<file path="src/rtl/uart_irq_pkg.sv">
// Package: shared bit positions and widths for the channel interrupt status block.
// Assumes an 8-bit status layout fixed by the host register map.
package uart_irq_pkg;
    localparam int STAT_W     = 8;
    localparam int CMD_DEC_W  = 5;
    localparam int LAT_LO     = 2;
    localparam int LAT_HI     = 7;
    localparam int LAT_N      = LAT_HI - LAT_LO + 1;

    localparam int B_PIN  = 7;
    localparam int B_WDOG = 6;
    localparam int B_ADDR = 5;
    localparam int B_FLOW = 4;
    localparam int B_CT   = 3;
    localparam int B_BRK  = 2;
    localparam int B_RXL  = 1;
    localparam int B_TXL  = 0;

    typedef logic [STAT_W-1:0] stat_t;
endpackage

</file>
<file path="src/rtl/uart_irq_cmd_dec.sv">
// Module: decodes a host command write into one-cycle clear pulses.
// Assumes only the low CMD_DEC_W bits of the command carry the code.
module uart_irq_cmd_dec
    import uart_irq_pkg::*;
#(
    parameter int                 CMD_W        = 8,
    parameter logic [CMD_DEC_W-1:0] CODE_ADDR_RST = 5'b11011,
    parameter logic [CMD_DEC_W-1:0] CODE_CT_STOP  = 5'b01010,
    parameter logic [CMD_DEC_W-1:0] CODE_BRK_RST  = 5'b00101
) (
    input  logic             cmd_wr,
    input  logic [CMD_W-1:0] cmd_code,
    output logic             clr_addr,
    output logic             clr_ct,
    output logic             clr_brk
);
    logic [CMD_DEC_W-1:0] code_lo;

    // Extract the decoded field of the command.
    always_comb begin
        code_lo = cmd_code[CMD_DEC_W-1:0];
    end

    // Compare the field against each clear code while a write is present.
    always_comb begin
        clr_addr = cmd_wr && (code_lo == CODE_ADDR_RST);
        clr_ct   = cmd_wr && (code_lo == CODE_CT_STOP);
        clr_brk  = cmd_wr && (code_lo == CODE_BRK_RST);
    end
endmodule

</file>
<file path="src/rtl/uart_irq_flag.sv">
// Module: one latched status flag with set priority over clear.
// Assumes set and clear are single-cycle strobes in the clk domain.
module uart_irq_flag (
    input  logic clk,
    input  logic rst_n,
    input  logic set_i,
    input  logic clr_i,
    output logic q
);
    // Hold the flag; an event in the clear cycle is kept.
    always_ff @(posedge clk) begin
        if (!rst_n)      q <= 1'b0;
        else if (set_i)  q <= 1'b1;
        else if (clr_i)  q <= 1'b0;
    end
endmodule

</file>
<file path="src/rtl/uart_irq_mask.sv">
// Module: host-written interrupt mask register.
// Assumes a full-width write on each mask_wr strobe.
module uart_irq_mask #(
    parameter int            W       = 8,
    parameter logic [W-1:0]  RST_VAL = '0
) (
    input  logic         clk,
    input  logic         rst_n,
    input  logic         wr,
    input  logic [W-1:0] wdata,
    output logic [W-1:0] mask
);
    // Load new mask on write, return to reset value on reset.
    always_ff @(posedge clk) begin
        if (!rst_n)   mask <= RST_VAL;
        else if (wr)  mask <= wdata;
    end
endmodule

</file>
<file path="src/rtl/uart_irq_status.sv">
// Module: per-channel UART interrupt status register with mask and request.
// Latched flags sit in bits 7..2; bits 1..0 mirror FIFO level requests.
// Assumes all strobes are synchronous to clk and one cycle wide.
module uart_irq_status
    import uart_irq_pkg::*;
#(
    parameter int CMD_W = 8
) (
    input  logic              clk,
    input  logic              rst_n,
    input  logic              evt_pin_chg,
    input  logic              evt_rx_wdog,
    input  logic              evt_addr_match,
    input  logic              evt_flow_char,
    input  logic              evt_ct_ready,
    input  logic              evt_brk_chg,
    input  logic              rx_lvl_req,
    input  logic              tx_lvl_req,
    input  logic              rd_inport,
    input  logic              rd_rxfifo,
    input  logic              rd_xstat,
    input  logic              cmd_wr,
    input  logic [CMD_W-1:0]  cmd_code,
    input  logic              mask_wr,
    input  logic [STAT_W-1:0] mask_wdata,
    input  logic              cfg_rd_mask,
    output logic [STAT_W-1:0] stat_rdata,
    output logic              irq_n
);
    logic              clr_addr, clr_ct, clr_brk;
    logic [STAT_W-1:0] set_vec, clr_vec;
    stat_t             status;
    stat_t             mask;
    stat_t             active;

    uart_irq_cmd_dec #(.CMD_W(CMD_W)) u_dec (
        .cmd_wr   (cmd_wr),
        .cmd_code (cmd_code),
        .clr_addr (clr_addr),
        .clr_ct   (clr_ct),
        .clr_brk  (clr_brk)
    );

    // Gather per-bit event and clear strobes into vectors by position.
    always_comb begin
        set_vec         = '0;
        clr_vec         = '0;
        set_vec[B_PIN]  = evt_pin_chg;    clr_vec[B_PIN]  = rd_inport;
        set_vec[B_WDOG] = evt_rx_wdog;    clr_vec[B_WDOG] = rd_rxfifo;
        set_vec[B_ADDR] = evt_addr_match; clr_vec[B_ADDR] = clr_addr;
        set_vec[B_FLOW] = evt_flow_char;  clr_vec[B_FLOW] = rd_xstat;
        set_vec[B_CT]   = evt_ct_ready;   clr_vec[B_CT]   = clr_ct;
        set_vec[B_BRK]  = evt_brk_chg;    clr_vec[B_BRK]  = clr_brk;
    end

    genvar gi;
    generate
        for (gi = LAT_LO; gi <= LAT_HI; gi++) begin : g_flag
            uart_irq_flag u_flag (
                .clk   (clk),
                .rst_n (rst_n),
                .set_i (set_vec[gi]),
                .clr_i (clr_vec[gi]),
                .q     (status[gi])
            );
        end
    endgenerate

    // Level-following bits track FIFO conditions directly.
    always_comb begin
        status[B_RXL] = rx_lvl_req;
        status[B_TXL] = tx_lvl_req;
    end

    uart_irq_mask #(.W(STAT_W)) u_mask (
        .clk   (clk),
        .rst_n (rst_n),
        .wr    (mask_wr),
        .wdata (mask_wdata),
        .mask  (mask)
    );

    // Form the enabled sources, the request and the read data.
    always_comb begin
        active     = status & mask;
        irq_n      = ~(|active);
        stat_rdata = cfg_rd_mask ? active : status;
    end
endmodule

</file>
<file path="config.mk">
export PLATFORM = sky130hd
export DESIGN_NAME = uart_irq_status
export DESIGN_NICKNAME = d
export VERILOG_FILES = /design/src/rtl/uart_irq_pkg.sv /design/src/rtl/uart_irq_cmd_dec.sv /design/src/rtl/uart_irq_flag.sv /design/src/rtl/uart_irq_mask.sv /design/src/rtl/uart_irq_status.sv
export SDC_FILE = /design/constraint.sdc
export NUM_CORES = 1
export LEC_CHECK = 0
export CAP_MARGIN = 5
export CELL_PAD_IN_SITES_DETAIL_PLACEMENT = 0
export CELL_PAD_IN_SITES_GLOBAL_PLACEMENT = 1
export CORE_ASPECT_RATIO = 1.2
export CORE_MARGIN = 8
export CORE_UTILIZATION = 29
export CTS_BUF_LIST = sky130_fd_sc_hd__clkbuf_4 sky130_fd_sc_hd__clkbuf_8
export DETAILED_ROUTE_END_ITERATION = 8
export GPL_TIMING_DRIVEN = 0
export PLACE_DENSITY_LB_ADDON = 0.1
export SLEW_MARGIN = 20
export SYNTH_ARGS = -nofsm -noshare
export SYNTH_HDL_FRONTEND = slang
export SYNTH_SLANG_ARGS = --single-unit
</file>
<file path="constraint.sdc">
create_clock -name clk -period 2.01 [get_ports clk]
set_input_delay 0.5025 -clock clk [delete_from_list [all_inputs] [get_ports clk]]
set_output_delay 0.5025 -clock clk [all_outputs]
set_load 0.01 [all_outputs]
</file>
After elaboration in Yosys (flattened, before gate mapping)
Index checks and enable logic that the tools add are counted.

word-level totals
  flip-flop bits (word level) = 14
  word-level logic and storage cells = 35
  bits of input ports = 32
  output and inout port bits = 9

operators by class
  equality and inequality tests = 3
  mux-type cells = 13
  bitwise gates (word level) = 2
  reductions and logical operators = 10

operator list
  cell                                            count
  2-to-1 mux 1 bit                                12
  nonzero test 2 bit                              6
  bitwise AND 8 bit                               1
  2-to-1 mux 8 bit                                1
  OR reduction 8 bit                              1
  == test 5 x 3 -> 1 bit (second input constant)  1
  == test 5 x 4 -> 1 bit (second input constant)  1
  == test 5 bit (second input constant)           1
  logical AND 1 bit                               3
  NOT 1 bit                                       1

Depth between registers and ports, before layout
  word-level depth = 4
  mapped depth = 3

Modules after synthesis
From an unflattened synthesis, not the netlist that was laid out.

second synthesis, totals
  cell total of the unflattened synthesis = 70
  area total of the unflattened synthesis = 735.7 um^2

modules (own cells, without submodules)
  module            instances  area each (um^2)  cells an instance
  uart_irq_mask     1          301.5             25
  uart_irq_flag     6          41.3              3
  uart_irq_status   1          128.9             21
  uart_irq_cmd_dec  1          57.6              6

Worst setup path before layout
Ideal clock, no wire load.

  path kind = input to output
  from = in rx_lvl_req
  to = out irq_n
  slack = 0.652 ns
  data required time = 1.507 ns
  stages = 2
  data arrival time = 0.856 ns
  cell sequence = a22oi_1 > and4_1

on the way
  cells in the longest elaborated chain, start to end = 3

ends and longest elaborated chain
  element             RTL line               RTL
  from (decl)         uart_irq_status.sv:17  input logic rx_lvl_req,
  bitwise AND 8 bit   uart_irq_status.sv:85  active = status & mask;
  OR reduction 8 bit  uart_irq_status.sv:86  irq_n = ~(|active);
  NOT 1 bit           uart_irq_status.sv:86
  to (decl)           uart_irq_status.sv:28  output logic irq_n

No other way between the ends.

Final worst setup path
  from = in rx_lvl_req
  to = out stat_rdata[1]

on the way
  cells in the longest elaborated chain, start to end = 2

ends and longest elaborated chain
  element               RTL line               RTL
  bitwise AND 8 bit     uart_irq_status.sv:85
  2-to-1 mux 8 bit (*)  uart_irq_status.sv:87  stat_rdata = cfg_rd_mask ? active : status;
  to (decl)             uart_irq_status.sv:27  output logic [STAT_W-1:0] stat_rdata,

Every way passes the cells marked *; elsewhere a longest branch is shown, timed or not.

==> flow_metrics.tcl <==
set metrics [dict create \
    status "finished clean" \
    antenna_found_initial 0 \
    vias_per_cell 4.45 \
    dr.pass1.iters 4 \
    clock-sinks 14 \
    rsz0062_at_grt "false" \
    worst_ep_arrival_time_ns 1.44 \
    syn_nets 102 \
    design_area_um2 1110 \
    pwr-share-comb_pct 21.3 \
    synth_top_area_share_pct 40.6 \
    htreeDepth 1 \
    syn_avg_cell_area_um2 9.87 \
    syn_to_final_growth_pct 61.4 \
    cp_cell_sequence "clkdlybuf4s50_1, a21boi_0, dlygate4sd2_1" \
    rows 19 \
    relSlewSlack_pct 82.9 \
    power_switching_mw 0.158 \
    portBuffers 36 \
    switching_share_pct 24.2 \
    max_freq_mhz 514 \
    worstHoldPathType "flip-flop to flip-flop" \
    ant_nets 0 \
    synth-seq-cells 14 \
    ys.warnings.count 0 \
    first_global_vias 666 \
    fin_skew_ns 0 \
    vias 627 \
    grt_overflow_total 0 \
    pwr-share-seq_pct 47.2 \
    fin_crit_ns 1.95 \
    worstSetupStartpointType "primary input" \
    total_power_mw 0.655 \
    die_x_um 60.6 \
    post_route_cells_drive_above_1_share_pct 10.0 \
    synth_seq_area_share_pct 40.6 \
    hold_violations 0 \
    endpoint_kind "primary output" \
    cp_slowest_cell "clkdlybuf4s50_1" \
    power.leakage_nw 0.462 \
    path_clk_slew_ns 0.09 \
    final_nets 143 \
    r2r_slack_ns 1.29 \
    slowest_delay_ns 0.49 \
    internal-power_mw 0.497 \
    die-height_um 69.5 \
    worstMarginPinSlew_ns 0.254 \
    drv_cap 0 \
    p_clk_share_pct 31.5 \
    p_per_area_nw_per_um2 587 \
    routed_wirelength_um 1820 \
    synth.distinct_cells 17 \
    drt-initial-drc-count 10 \
    netlist_area_um2 691 \
    peakVddDrop_v 0.000320 \
    cts_root_buf "clkbuf_4" \
    grt_start_max_net_pins 11 \
    synthesis.instances 70 \
    worst_ep_required_time_ns 1.51 \
    core_area_um2 2280 \
    die_area_um2 4210 \
    insertion_delay_ns 0.27 \
    io_pins 41 \
    cts_made_buffers 3 \
    place_hpwl_um 1500 \
    synth_area_leaders "dfxtp_1 41%, mux2i_1 12%, nor2b_1 10%" \
    clockBufferDepth 2 \
    postCtsSetupBuffers 0 \
    cts_hold_buf 0 \
    antenna_cells 0 \
    fin_crit_sh_pct 96.9 \
    place_area_um2 1090 \
    path_max_fanout 2 \
    setup.worst_path.class "primary input to primary output" \
    avgRoutedWirePerCell_um 12.9 \
    grt_usage_pct 9.25 \
    setup_violations 0 \
    cts_tree "done" \
    gp_congestion 0.649 \
    slew_viol_final 0 \
    start_util_pct 30.3 \
    grt_pass1_wl_um 3000 \
    drc 0 \
    synth_largest_area_cell "dfxtp_1" \
]
-- power by group through the flow --
stage	combinational (mW)	sequential, mW	clock [mW]
after floorplan	0.0592	0.311	0
after global placement	0.151	0.315	0
final	0.140	0.309	0.206
after CTS	0.145	0.309	0.209
after detailed placement	0.152	0.315	0
after global routing	0.153	0.312	0.223
-- critical path: cells and delay by family --
kind                   cells  cell delay (ns)
buffers and inverters      2             0.78
AO/OA/AOI/OAI              1             0.16
-- sequential cells by signal, indices dropped and copies added, names as in the netlist --
register         cells
u_mask.mask          8
g_flag.u_flag.q      6
-- through the flow --
step / hold WS, ns / setup WS, ns / setup TNS, ns / std cells / utilization [%]
floorplan: 0.500 / 0.652 / 0 / 70 / -
global placement: 0.525 / -0.376 / -3.06 / 137 / 47.8
global route: 0.568 / 0.0153 / 0 / 141 / 48.8
CTS: 0.539 / 0.0134 / 0 / 141 / 49.1
detailed placement: 0.523 / -0.383 / -3.04 / 137 / 47.8
finish: 0.534 / 0.0633 / 0 / 141 / 48.8
-- path summary, 6_finish.rpt --
| path | startpoint | endpoint | depth (start not counted) |
|---|---|---|---|
| setup reg to reg | g_flag[2].u_flag.q | g_flag[2].u_flag.q | 2 |
| hold reg to reg | g_flag[3].u_flag.q | g_flag[3].u_flag.q | 2 |
| setup / recovery | rx_lvl_req | stat_rdata[1] | 3 |
| hold / removal | g_flag[3].u_flag.q | g_flag[3].u_flag.q | 2 |
-- cell type report --
cell class	instances	area (um^2)
clock buffers	4	36.3
multi-input cells	45	359
inverters	9	33.8
flip-flops and latches	14	280
plain buffers	2	22.5
well taps	31	38.8
repair buffers	36	344
fillers	245	1170
-- routing by layer --
layer	track usage, %	share of wire, %	vias to the layer above
met5	0	0	-
met4	4.68	1.0	0
met3	4.27	9.0	2
met2	14.5	48	20
met1	9.97	42	280
li1	-	-	325
-- layout by cell type, fill, tap and decap left out --
| cell type | Yosys | final |
|---|---|---|
| nor4b_1 | 1 | 1 |
| mux2i_1 | 8 | 8 |
| o21ai_0 | 1 | 1 |
| clkbuf_4 | 0 | 3 |
| buf_2 | 0 | 1 |
| inv_1 | 9 | 9 |
| a22oi_1 | 4 | 3 |
| and4b_1 | 1 | 1 |
| clkbuf_8 | 0 | 1 |
| o21a_1 | 3 | 3 |
| dlygate4sd2_1 | 0 | 9 |
| a22oi_2 | 0 | 1 |
| and4_1 | 1 | 1 |
| o21ai_2 | 2 | 2 |
| and3b_1 | 1 | 1 |
| a21oi_1 | 2 | 2 |
| a21boi_0 | 8 | 8 |
| a41oi_1 | 1 | 1 |
| nor4b_2 | 1 | 1 |
| clkdlybuf4s50_1 | 0 | 26 |
| dfxtp_1 | 14 | 14 |
| nor2b_1 | 11 | 11 |
| buf_6 | 2 | 2 |
-- synth_stat cells --
master,number
inv_1,9
a41oi_1,1
a21oi_1,2
dfxtp_1,14
a21boi_0,8
and4b_1,1
and3b_1,1
nor2b_1,11
and4_1,1
mux2i_1,8
nor4b_2,1
a22oi_1,4
nor4b_1,1
o21ai_0,1
o21ai_2,2
o21a_1,3
buf_6,2
-- timing repair --
action / in CTS / in global routing
pin swaps: 0 / 1
setup endpoints to repair: 9 / 1
resized for setup: 13 / 1
-- cells by family after synthesis --
kind of cell           after synthesis  share of synthesized area (%)
AOI/OAI and AO/OA                   21                           22.3
and+or+nand+nor                     16                           17.4
DFF                                 14                           40.6
buffers and inverters               11                           8.15
muxes                                8                           11.6
(Power assumes the default switching activity.)
